==> src/rtl/dtpg_pkg.sv <==
package dtpg_pkg;
  localparam int NCH    = 4;
  localparam int DT_W   = 8;
  localparam int CTRL_W = 8;
  localparam int NPIN   = 2 * NCH;
  localparam int CW_BIT  = NCH;
  localparam int PAT_BIT = NCH + 1;
endpackage

==> src/rtl/dtpg_ctrl_reg.sv <==
module dtpg_ctrl_reg #(
  parameter int CTRL_W = 8,
  parameter int USED_W = 6
) (
  input  logic              clk,
  input  logic              rst,
  input  logic              wr_i,
  input  logic [CTRL_W-1:0] wdata_i,
  output logic [CTRL_W-1:0] ctrl_o
);
  localparam logic [CTRL_W-1:0] KEEP = CTRL_W'((1 << USED_W) - 1);

  logic [CTRL_W-1:0] ctrl_q;

  always_ff @(posedge clk) begin
    if (rst)       ctrl_q <= '0;
    else if (wr_i) ctrl_q <= wdata_i & KEEP;
  end

  assign ctrl_o = ctrl_q;


  rsvd_zero_chk: assert property (@(posedge clk) disable iff (rst)
    (ctrl_q & ~KEEP) == '0);
endmodule

==> src/rtl/dtpg_deadtime.sv <==
module dtpg_deadtime #(
  parameter int DT_W = 8
) (
  input  logic            clk,
  input  logic            rst,
  input  logic            w_i,
  input  logic [DT_W-1:0] dly_hi_i,
  input  logic [DT_W-1:0] dly_lo_i,
  output logic            hs_o,
  output logic            ls_o
);
  logic            w_q;
  logic [DT_W-1:0] cnt_q;
  logic            hs_q, ls_q;
  logic            edge_w;
  logic [DT_W-1:0] dly;

  assign edge_w = w_i ^ w_q;
  assign dly    = w_i ? dly_hi_i : dly_lo_i;

  always_ff @(posedge clk) begin
    if (rst) begin
      w_q   <= 1'b0;
      cnt_q <= '0;
      hs_q  <= 1'b0;
      ls_q  <= 1'b1;
    end else begin
      w_q <= w_i;
      if (edge_w) begin
        hs_q  <= w_i && (dly == '0);
        ls_q  <= !w_i && (dly == '0);
        cnt_q <= dly;
      end else if (cnt_q == DT_W'(1)) begin
        cnt_q <= '0;
        hs_q  <= w_q;
        ls_q  <= !w_q;
      end else if (cnt_q != '0) begin
        cnt_q <= cnt_q - DT_W'(1);
      end
    end
  end

  assign hs_o = hs_q;
  assign ls_o = ls_q;


  no_overlap_chk: assert property (@(posedge clk) disable iff (rst)
    !(hs_q && ls_q));

  rise_ls_drop_chk: assert property (@(posedge clk) disable iff (rst)
    (edge_w && w_i) |=> !ls_q);

  fall_hs_drop_chk: assert property (@(posedge clk) disable iff (rst)
    (edge_w && !w_i) |=> !hs_q);
endmodule

==> src/rtl/dtpg_pattern.sv <==
module dtpg_pattern #(
  parameter int DT_W = 8,
  parameter int NPIN = 8
) (
  input  logic            clk,
  input  logic            rst,
  input  logic            upd_i,
  input  logic [DT_W-1:0] mask_src_i,
  input  logic [DT_W-1:0] val_src_i,
  output logic [NPIN-1:0] mask_o,
  output logic [NPIN-1:0] val_o
);
  logic [NPIN-1:0] mask_q, val_q;

  always_ff @(posedge clk) begin
    if (rst) begin
      mask_q <= '0;
      val_q  <= '0;
    end else if (upd_i) begin
      mask_q <= mask_src_i[NPIN-1:0];
      val_q  <= val_src_i[NPIN-1:0];
    end
  end

  assign mask_o = mask_q;
  assign val_o  = val_q;


  pat_hold_chk: assert property (@(posedge clk) disable iff (rst)
    !upd_i |=> ($stable(mask_q) && $stable(val_q)));
endmodule

==> src/rtl/dtpg_top.sv <==
module dtpg_top
  import dtpg_pkg::*;
#(
  parameter int N  = NCH,
  parameter int DW = DT_W,
  parameter int CW = CTRL_W
) (
  input  logic          clk,
  input  logic          rst,
  input  logic          ctrl_wr_i,
  input  logic [CW-1:0] ctrl_wdata_i,
  output logic [CW-1:0] ctrl_o,
  input  logic [DW-1:0] dt_hi_i,
  input  logic [DW-1:0] dt_lo_i,
  input  logic [N-1:0]  wave_i,
  input  logic          upd_i,
  output logic [2*N-1:0] pin_o
);
  localparam int NP = 2 * N;
  localparam int CWB = N;
  localparam int PTB = N + 1;

  logic [CW-1:0] ctrl_q;
  logic [N-1:0]  gen_hs, gen_ls;
  logic [NP-1:0] pmask, pval;
  logic [NP-1:0] pin_d, pin_q;

  dtpg_ctrl_reg #(.CTRL_W(CW), .USED_W(N + 2)) u_ctrl (
    .clk(clk), .rst(rst), .wr_i(ctrl_wr_i), .wdata_i(ctrl_wdata_i), .ctrl_o(ctrl_q)
  );

  dtpg_pattern #(.DT_W(DW), .NPIN(NP)) u_pat (
    .clk(clk), .rst(rst), .upd_i(upd_i),
    .mask_src_i(dt_lo_i), .val_src_i(dt_hi_i),
    .mask_o(pmask), .val_o(pval)
  );

  for (genvar c = 0; c < N; c++) begin : g_ch
    logic w_sel;
    assign w_sel = ctrl_q[CWB] ? wave_i[0] : wave_i[c];

    dtpg_deadtime #(.DT_W(DW)) u_dt (
      .clk(clk), .rst(rst), .w_i(w_sel),
      .dly_hi_i(dt_hi_i), .dly_lo_i(dt_lo_i),
      .hs_o(gen_hs[c]), .ls_o(gen_ls[c])
    );

    always_comb begin
      if (ctrl_q[PTB]) begin
        pin_d[c]   = pmask[c]   ? pval[c]   : wave_i[c];
        pin_d[N+c] = pmask[N+c] ? pval[N+c] : 1'b0;
      end else if (ctrl_q[c]) begin
        pin_d[c]   = gen_hs[c];
        pin_d[N+c] = gen_ls[c];
      end else begin
        pin_d[c]   = wave_i[c];
        pin_d[N+c] = 1'b0;
      end
    end
  end

  always_ff @(posedge clk) begin
    if (rst) pin_q <= '0;
    else     pin_q <= pin_d;
  end

  assign pin_o  = pin_q;
  assign ctrl_o = ctrl_q;


  reset_pins_chk: assert property (@(posedge clk)
    $past(rst) |-> (pin_q == '0));

  raw_path_chk: assert property (@(posedge clk) disable iff (rst)
    (!ctrl_q[PTB] && !ctrl_q[0]) |=> (pin_q[0] == $past(wave_i[0]) && !pin_q[N]));
endmodule

==> config.mk <==
export PLATFORM = sky130hd
export DESIGN_NAME = dtpg_top
export DESIGN_NICKNAME = d
export VERILOG_FILES = /design/src/rtl/dtpg_pkg.sv /design/src/rtl/dtpg_ctrl_reg.sv /design/src/rtl/dtpg_deadtime.sv /design/src/rtl/dtpg_pattern.sv /design/src/rtl/dtpg_top.sv
export SDC_FILE = /design/constraint.sdc
export NUM_CORES = 1
export LEC_CHECK = 0
export BUFFER_PORTS_ARGS = -buffer_cell sky130_fd_sc_hd__buf_4
export CORE_MARGIN = 2
export CORE_UTILIZATION = 40
export DETAILED_ROUTE_END_ITERATION = 6
export GPL_TIMING_DRIVEN = 0
export SLEW_MARGIN = 20
export SYNTH_ARGS = -nofsm -noshare
export SYNTH_HDL_FRONTEND = slang
export SYNTH_SLANG_ARGS = --single-unit
==> constraint.sdc <==
create_clock -name clk -period 2.7 [get_ports clk]
set_input_delay 0.54 -clock clk [delete_from_list [all_inputs] [get_ports clk]]
set_output_delay 0.54 -clock clk [all_outputs]
set_load 0.01 [all_outputs]
# --- Word-level counts from Yosys, hierarchy flattened ---
# Cells that the tools add are included.
totals:
  regBits: 74
  latchBits: 0
  ramBits: 0
  mem_bits_ro: 0
  inputBits: 32
  memories: 0
classes:
  addsub: 4
  mul: 0
  div: 0
  order_cmp: 0
  eq_ne: 4
  n_shift: 0
  muxes: 59
  bitwise_logic: 4
  reduce_logical: 32
op_table:
  columns: ["operator", "n"]
  rows:
  - ["2-to-1 mux 8 bit", 16]
  - ["2-to-1 mux 1 bit", 43]
  - ["equality test 8 x 1 -> 1 bit, second input constant", 4]
  - ["zero test 8 bit", 4]
  - ["nonzero test 8 bit", 4]
  - ["subtractor 8 x 1 -> 8 bit, second input constant", 4]
  - ["nonzero test 3 bit", 4]
  - ["logical AND 1 bit", 8]
  - ["zero test 1 bit", 8]
  - ["nonzero test 2 bit", 4]
  - ["XOR 1 bit", 4]

# --- Longest topological paths before layout ---
depth:
  word_depth: 5
  depth_mapped: 7
  mapped_depth_nobuf: 7

# --- Hierarchy ---
# Synthesis repeated with hierarchy kept, for this count alone.
hier_totals:
  hier_cells: 445
  hier_area_um2: 4110.2
modules_own_cells:
  columns: ["module", "n_inst", "cells_per_inst", "area_per_inst_um2", "seq_area_each_um2"]
  rows:
  - ["dtpg_deadtime at g_ch[0].u_dt ...", 3, 82, 718.2, 220.2]
  - ["dtpg_deadtime at g_ch[3].u_dt", 1, 76, 714.4, 220.2]
  - ["dtpg_pattern", 1, 52, 580.6, 320.3]
  - ["dtpg_top", 1, 49, 427.9, 160.2]
  - ["dtpg_ctrl_reg", 1, 22, 232.7, 120.1]

# --- Worst setup path before layout ---
# No wires, ideal clock.
synth_timing:
  kind: "reg2reg"
  startpoint: "register u_ctrl.ctrl_q[4] (netlist: u_ctrl.ctrl_o[4])"
  endpoint: "register g_ch[3].u_dt.cnt_q[1]"
  setup_ps: 95
  arrival_ps: 2050
  required_time_ps: 2605
  setup_slack_ps: 555
  path_stages_with_launch: 8
  synth_period_minus_slack_ps: 2145
  cell_sequence: "dfxtp_1 -> clkbuf_1 -> mux2i_4 -> xor2_1 -> and4_1 -> clkbuf_1 -> a21oi_1 -> a221oi_1"
synth_between:
  elab_chain_len: 3
  elab_cells_between_ends: 5
  cone_classes: "mux: 3; bitwise: 1; reduce/logical: 1"
synth_rtl:
  columns: ["element", "line_no", "rtl"]
  rows:
  - ["start: declaration", "dtpg_ctrl_reg.sv:13", "logic [CTRL_W-1:0] ctrl_q;"]
  - ["start signal: assignment", "dtpg_ctrl_reg.sv:17", "else if (wr_i) ctrl_q <= wdata_i & KEEP;"]
  - ["2-to-1 mux 1 bit *", "dtpg_top.sv:40", "assign w_sel = ctrl_q[CWB] ? wave_i[0] : wave_i[c];"]
  - ["XOR 1 bit or 2-to-1 mux 8 bit (tied branches)", "dtpg_deadtime.sv:18, dtpg_deadtime.sv:19", null]
  - ["nonzero test 3 bit (no source line) or 2-to-1 mux 8 bit (tied branches)", null, null]
  - ["end signal: assignment", "dtpg_deadtime.sv:32", "cnt_q <= dly;"]
  - ["end signal: assignment", "dtpg_deadtime.sv:38", "cnt_q <= cnt_q - DT_W'(1);"]
  - ["end: declaration", "dtpg_deadtime.sv:13", "logic [DT_W-1:0] cnt_q;"]
# Mark *: on every way between the ends. The rest lies on a longest branch, timed or not.
# A chain may end at the register's enable or synchronous reset.

# --- Worst setup path in the final report ---
# Ends and elaborated chain as after synthesis.

==> metrics.md <==
| Metric | Value |
|---|---|
| WL final | 12200 µm |
| Area of the multi-input gates | 0.00239 mm² |
| Mapped Area | 0.00403 mm² |
| Min Tclk post-route | 2.35 ns |
| GRT Total Usage | 0.231 |
| Cell leakage power | 0.00184 µW |
| Final Core Density | 0.480 |
| Diode count | 0 |
| Die span in x | 104 µm |
| Die area | 0.0109 mm² |
| CP endpoint kind | flip-flop |
| Top_reg_cell synth | dfxtp_1 |
| Outcome | finished, final reports clean |
| Worst path max stage delay | 0.39 ns |
| Routed Antenna Nets | 0 |
| Crit path max fanout | 10 |
| Post-synth EDFFs | 0 |
| DR vias/cell | 5.75 |
| Reg2reg setup slack | 0.35 ns |
| Ys Warns | 0 |
| CP Data Required Time | 2.96 ns |
| Worst-path cell chain | clkbuf_2, mux2i_4, xor2_1, and4_1, clkbuf_1, a21oi_1, a221oi_1 |
| Post-synth cell types | 59 |
| Part of the Yosys area used for sequential elements | 0.368 |
| Synth Instances | 463 |
| Largest net degree at the start of global routing | 16 |
| Synth top area share | 0.368 |
| Placer Congestion | 0.884 |
| Synth Register Bits | 74 |
| Layout Area Growth over Synthesis | 16.4% |
| Reg2Reg Depth | 7 |
| Final Cell Area | 0.00469 mm² |
| Met1 WL | 5520 µm |
| Root buffer cell | clkbuf_8 |
| Relative slew slack | 0.394 |
| Share of cells above drive strength 1 | 0.150 |
| Core ar. | 0.00977 mm² |
| Vias in the first global route | 3705 |
| Fin cells | 653 |
| CTS tree | built |
| First-pass GRT wire length | 19600 µm |
| Clock Latency Late Sink | 0.36 ns |
| Antenna violations before repair | 0 |
| Drt wl/cell | 18.8 µm |
| Synthesized area per cell | 8.70 µm² |
| WL met2 | 5550 µm |
| Net count, final | 559 |
| IO Count | 48 |
| Maximum VDD drop | 375 µV |
| Endpoints failing setup | 0 |
| Total grt overflow | 0 |
| Synth area leaders | dfxtp_1, mux2i_1, nor2_1 |
| Hold EP | u_ctrl.ctrl_o[3]$_SDFFE_PP0P_ |
| CTS Buffer Depth | 2 |
| Placed Area | 0.00450 mm² |
| Hold path start | ctrl_wdata_i[3] |
| Pwr per Cell Area | 672 mW/mm² |
| Fmax | 425 MHz |
| Post-synthesis cell type with the largest combined area | dfxtp_1 |
| Max cap viols | 0 |
| Clock Pin Slew Worst Setup and Hold Paths | 0.10 ns |
| Fillers | 970 |
| Clock buffer count from CTS | 9 |
| Port Buf Inserts | 40 |
| Vias | 3758 |
| Die Ht | 104 µm |
| Top cells by count, synth | dfxtp_1, nor2_1, mux2i_1 |
| Register Area | 0.00148 mm² |
| Row Count | 36 |
| Critical path class | reg2reg |
| Worst hold stages | 3 |
| H-tree depth | 3 |
| Final hold viol count | 0 |
| Hold/Removal Path Class | in2reg |
| CP startpoint kind | flip-flop |
| RR Startpoint | u_ctrl.ctrl_o[4]$_SDFFE_PP0P_ |
| Most common cell in the netlist | dfxtp_1 |
| WHS | 0.413 ns |
| Arr. time, crit path | 2.61 ns |
| Async set or reset register ratio after synthesis | 0 |
| Slew @ Worst Pin | 0.900 ns |
| DRC viols | 0 |
| Max layer used | met4 |
| DP HPWL | 8640 µm |
| Initial Util | 0.412 |
| Fin. max-slew vios | 0 |
| DR iter-0 viols | 339 |
| Drt first pass iters | 7 |
| Total clock sinks | 74 |
| Worst r2r dst | g_ch[3].u_dt.cnt_q[1]$_SDFFE_PP0P_ |
| RSZ-0062 raised after global routing | false |
| Inst Count DP | 637 |
| WL met3 | 873 µm |
| CP max stage cell | mux2i_4 |
| Setup Buffers After CTS | 0 |
| Period utilisation layout | 0.871 |
| Clk_skew | 0.0153 ns |
| Setup TNS | 0 ns |
## where the power goes
part | switching [µW] | total [µW] | internal, µW | leakage (µW)
Clock | 477 | 826 | 349 | 0.0000884
Sequential | 122 | 1340 | 1220 | 0.000612
Combinational | 560 | 982 | 423 | 0.00114
## cells by family after synthesis
group,Yosys count,synth area share
compound gates,112,0.199
xor+xnor,13,0.0283
fa+ha+maj,12,0.0373
buf+inv,40,0.0398
flops,74,0.368
mux,35,0.0913
other cells,1,0.000931
simple gates,176,0.235
## repair_timing
| action | 4_1_cts | 5_1_grt |
|---|---|---|
| setup endpoints to repair | 0 | 8 |
| hold buffers | 0 | 0 |
| resized for setup | 0 | 3 |
## metrics by stage
stage,worst slack (ns),power [µW]
3_3_place_gp,0.195,2320
6_report,0.347,3150
5_1_grt,0.155,3360
4_1_cts,0.129,3150
3_5_place_dp,0.174,2330
2_1_floorplan,0.555,2050
## worst max path at each step
stage | from | to | slack (ns)
after floorplan | u_ctrl.ctrl_o[4]$_SDFFE_PP0P_ | g_ch[3].u_dt.cnt_q[1]$_SDFFE_PP0P_ | 0.56
after global placement | u_ctrl.ctrl_o[4]$_SDFFE_PP0P_ | g_ch[3].u_dt.cnt_q[6]$_SDFFE_PP0P_ | 0.20
after detailed placement | u_ctrl.ctrl_o[4]$_SDFFE_PP0P_ | g_ch[3].u_dt.cnt_q[1]$_SDFFE_PP0P_ | 0.17
after CTS | u_ctrl.ctrl_o[4]$_SDFFE_PP0P_ | g_ch[3].u_dt.cnt_q[1]$_SDFFE_PP0P_ | 0.13
after global routing | u_ctrl.ctrl_o[4]$_SDFFE_PP0P_ | g_ch[3].u_dt.cnt_q[1]$_SDFFE_PP0P_ | 0.15
final | u_ctrl.ctrl_o[4]$_SDFFE_PP0P_ | g_ch[3].u_dt.cnt_q[1]$_SDFFE_PP0P_ | 0.35
## flip-flops by register name (all words and copies together) (netlist names)
signal,count
g_ch.u_dt.cnt_q,32
pin_o,8
u_pat.mask_o,8
u_pat.val_o,8
u_ctrl.ctrl_o,6
g_ch.u_dt.hs_o,4
g_ch.u_dt.ls_o,4
g_ch.u_dt.w_q,4
## critical path: cells and delay by family, from the launching register on
kind	cells	cell delay, ns
multiplexers	1	0.39
XOR/XNOR	1	0.37
flip-flops	1	0.34
AND/OR/NAND/NOR	1	0.24
buffers and inverters	2	0.57
AO/OA/AOI/OAI	2	0.34
## cells in the final DEF, fill, tap and decap left out, types with 3 or more instances in the layout
master and n:
mux2_2 4, a21boi_0 3, a22oi_1 7, ha_1 12
nand3b_1 5, and3_1 4, nor4_1 10, buf_1 4
xor2_1 10, a31oi_1 4, nand2_1 16, a221oi_1 3
nor2_1 52, nor3_1 18, inv_1 10, a221o_1 3
buf_4 42, xnor2_1 3, and2_1 4, a21oi_1 21
a222oi_1 15, or2_2 3, nor4b_1 3, clkbuf_1 21
o21ai_0 19, nand2b_1 12, a211oi_1 15, mux2i_1 30
a22o_1 5, dfxtp_1 74, nor3b_1 4, clkbuf_8 9
nand3_1 22, nor2b_1 7
## metal layers
| metal | vias to the layer above | global-route usage |
|---|---|---|
| met2 | 122 | 0.371 |
| met4 | 0 | 0.0820 |
| met1 | 1779 | 0.308 |
| met5 | - | 0 |
| li1 | 1836 | - |
| met3 | 21 | 0.0439 |
## layout make-up
type / count / share of cell area
Timing Repair Buffer: 40 / 0.0640
Clock inverter: 7 / 0.0131
Inverter: 10 / 0.00800
Tap cell: 133 / 0.0355
Buffer: 30 / 0.0264
Clock buffer: 9 / 0.0264
Multi-Input combinational cell: 350 / 0.511
Sequential cell: 74 / 0.316
Power figures use the tool's default switching activity.
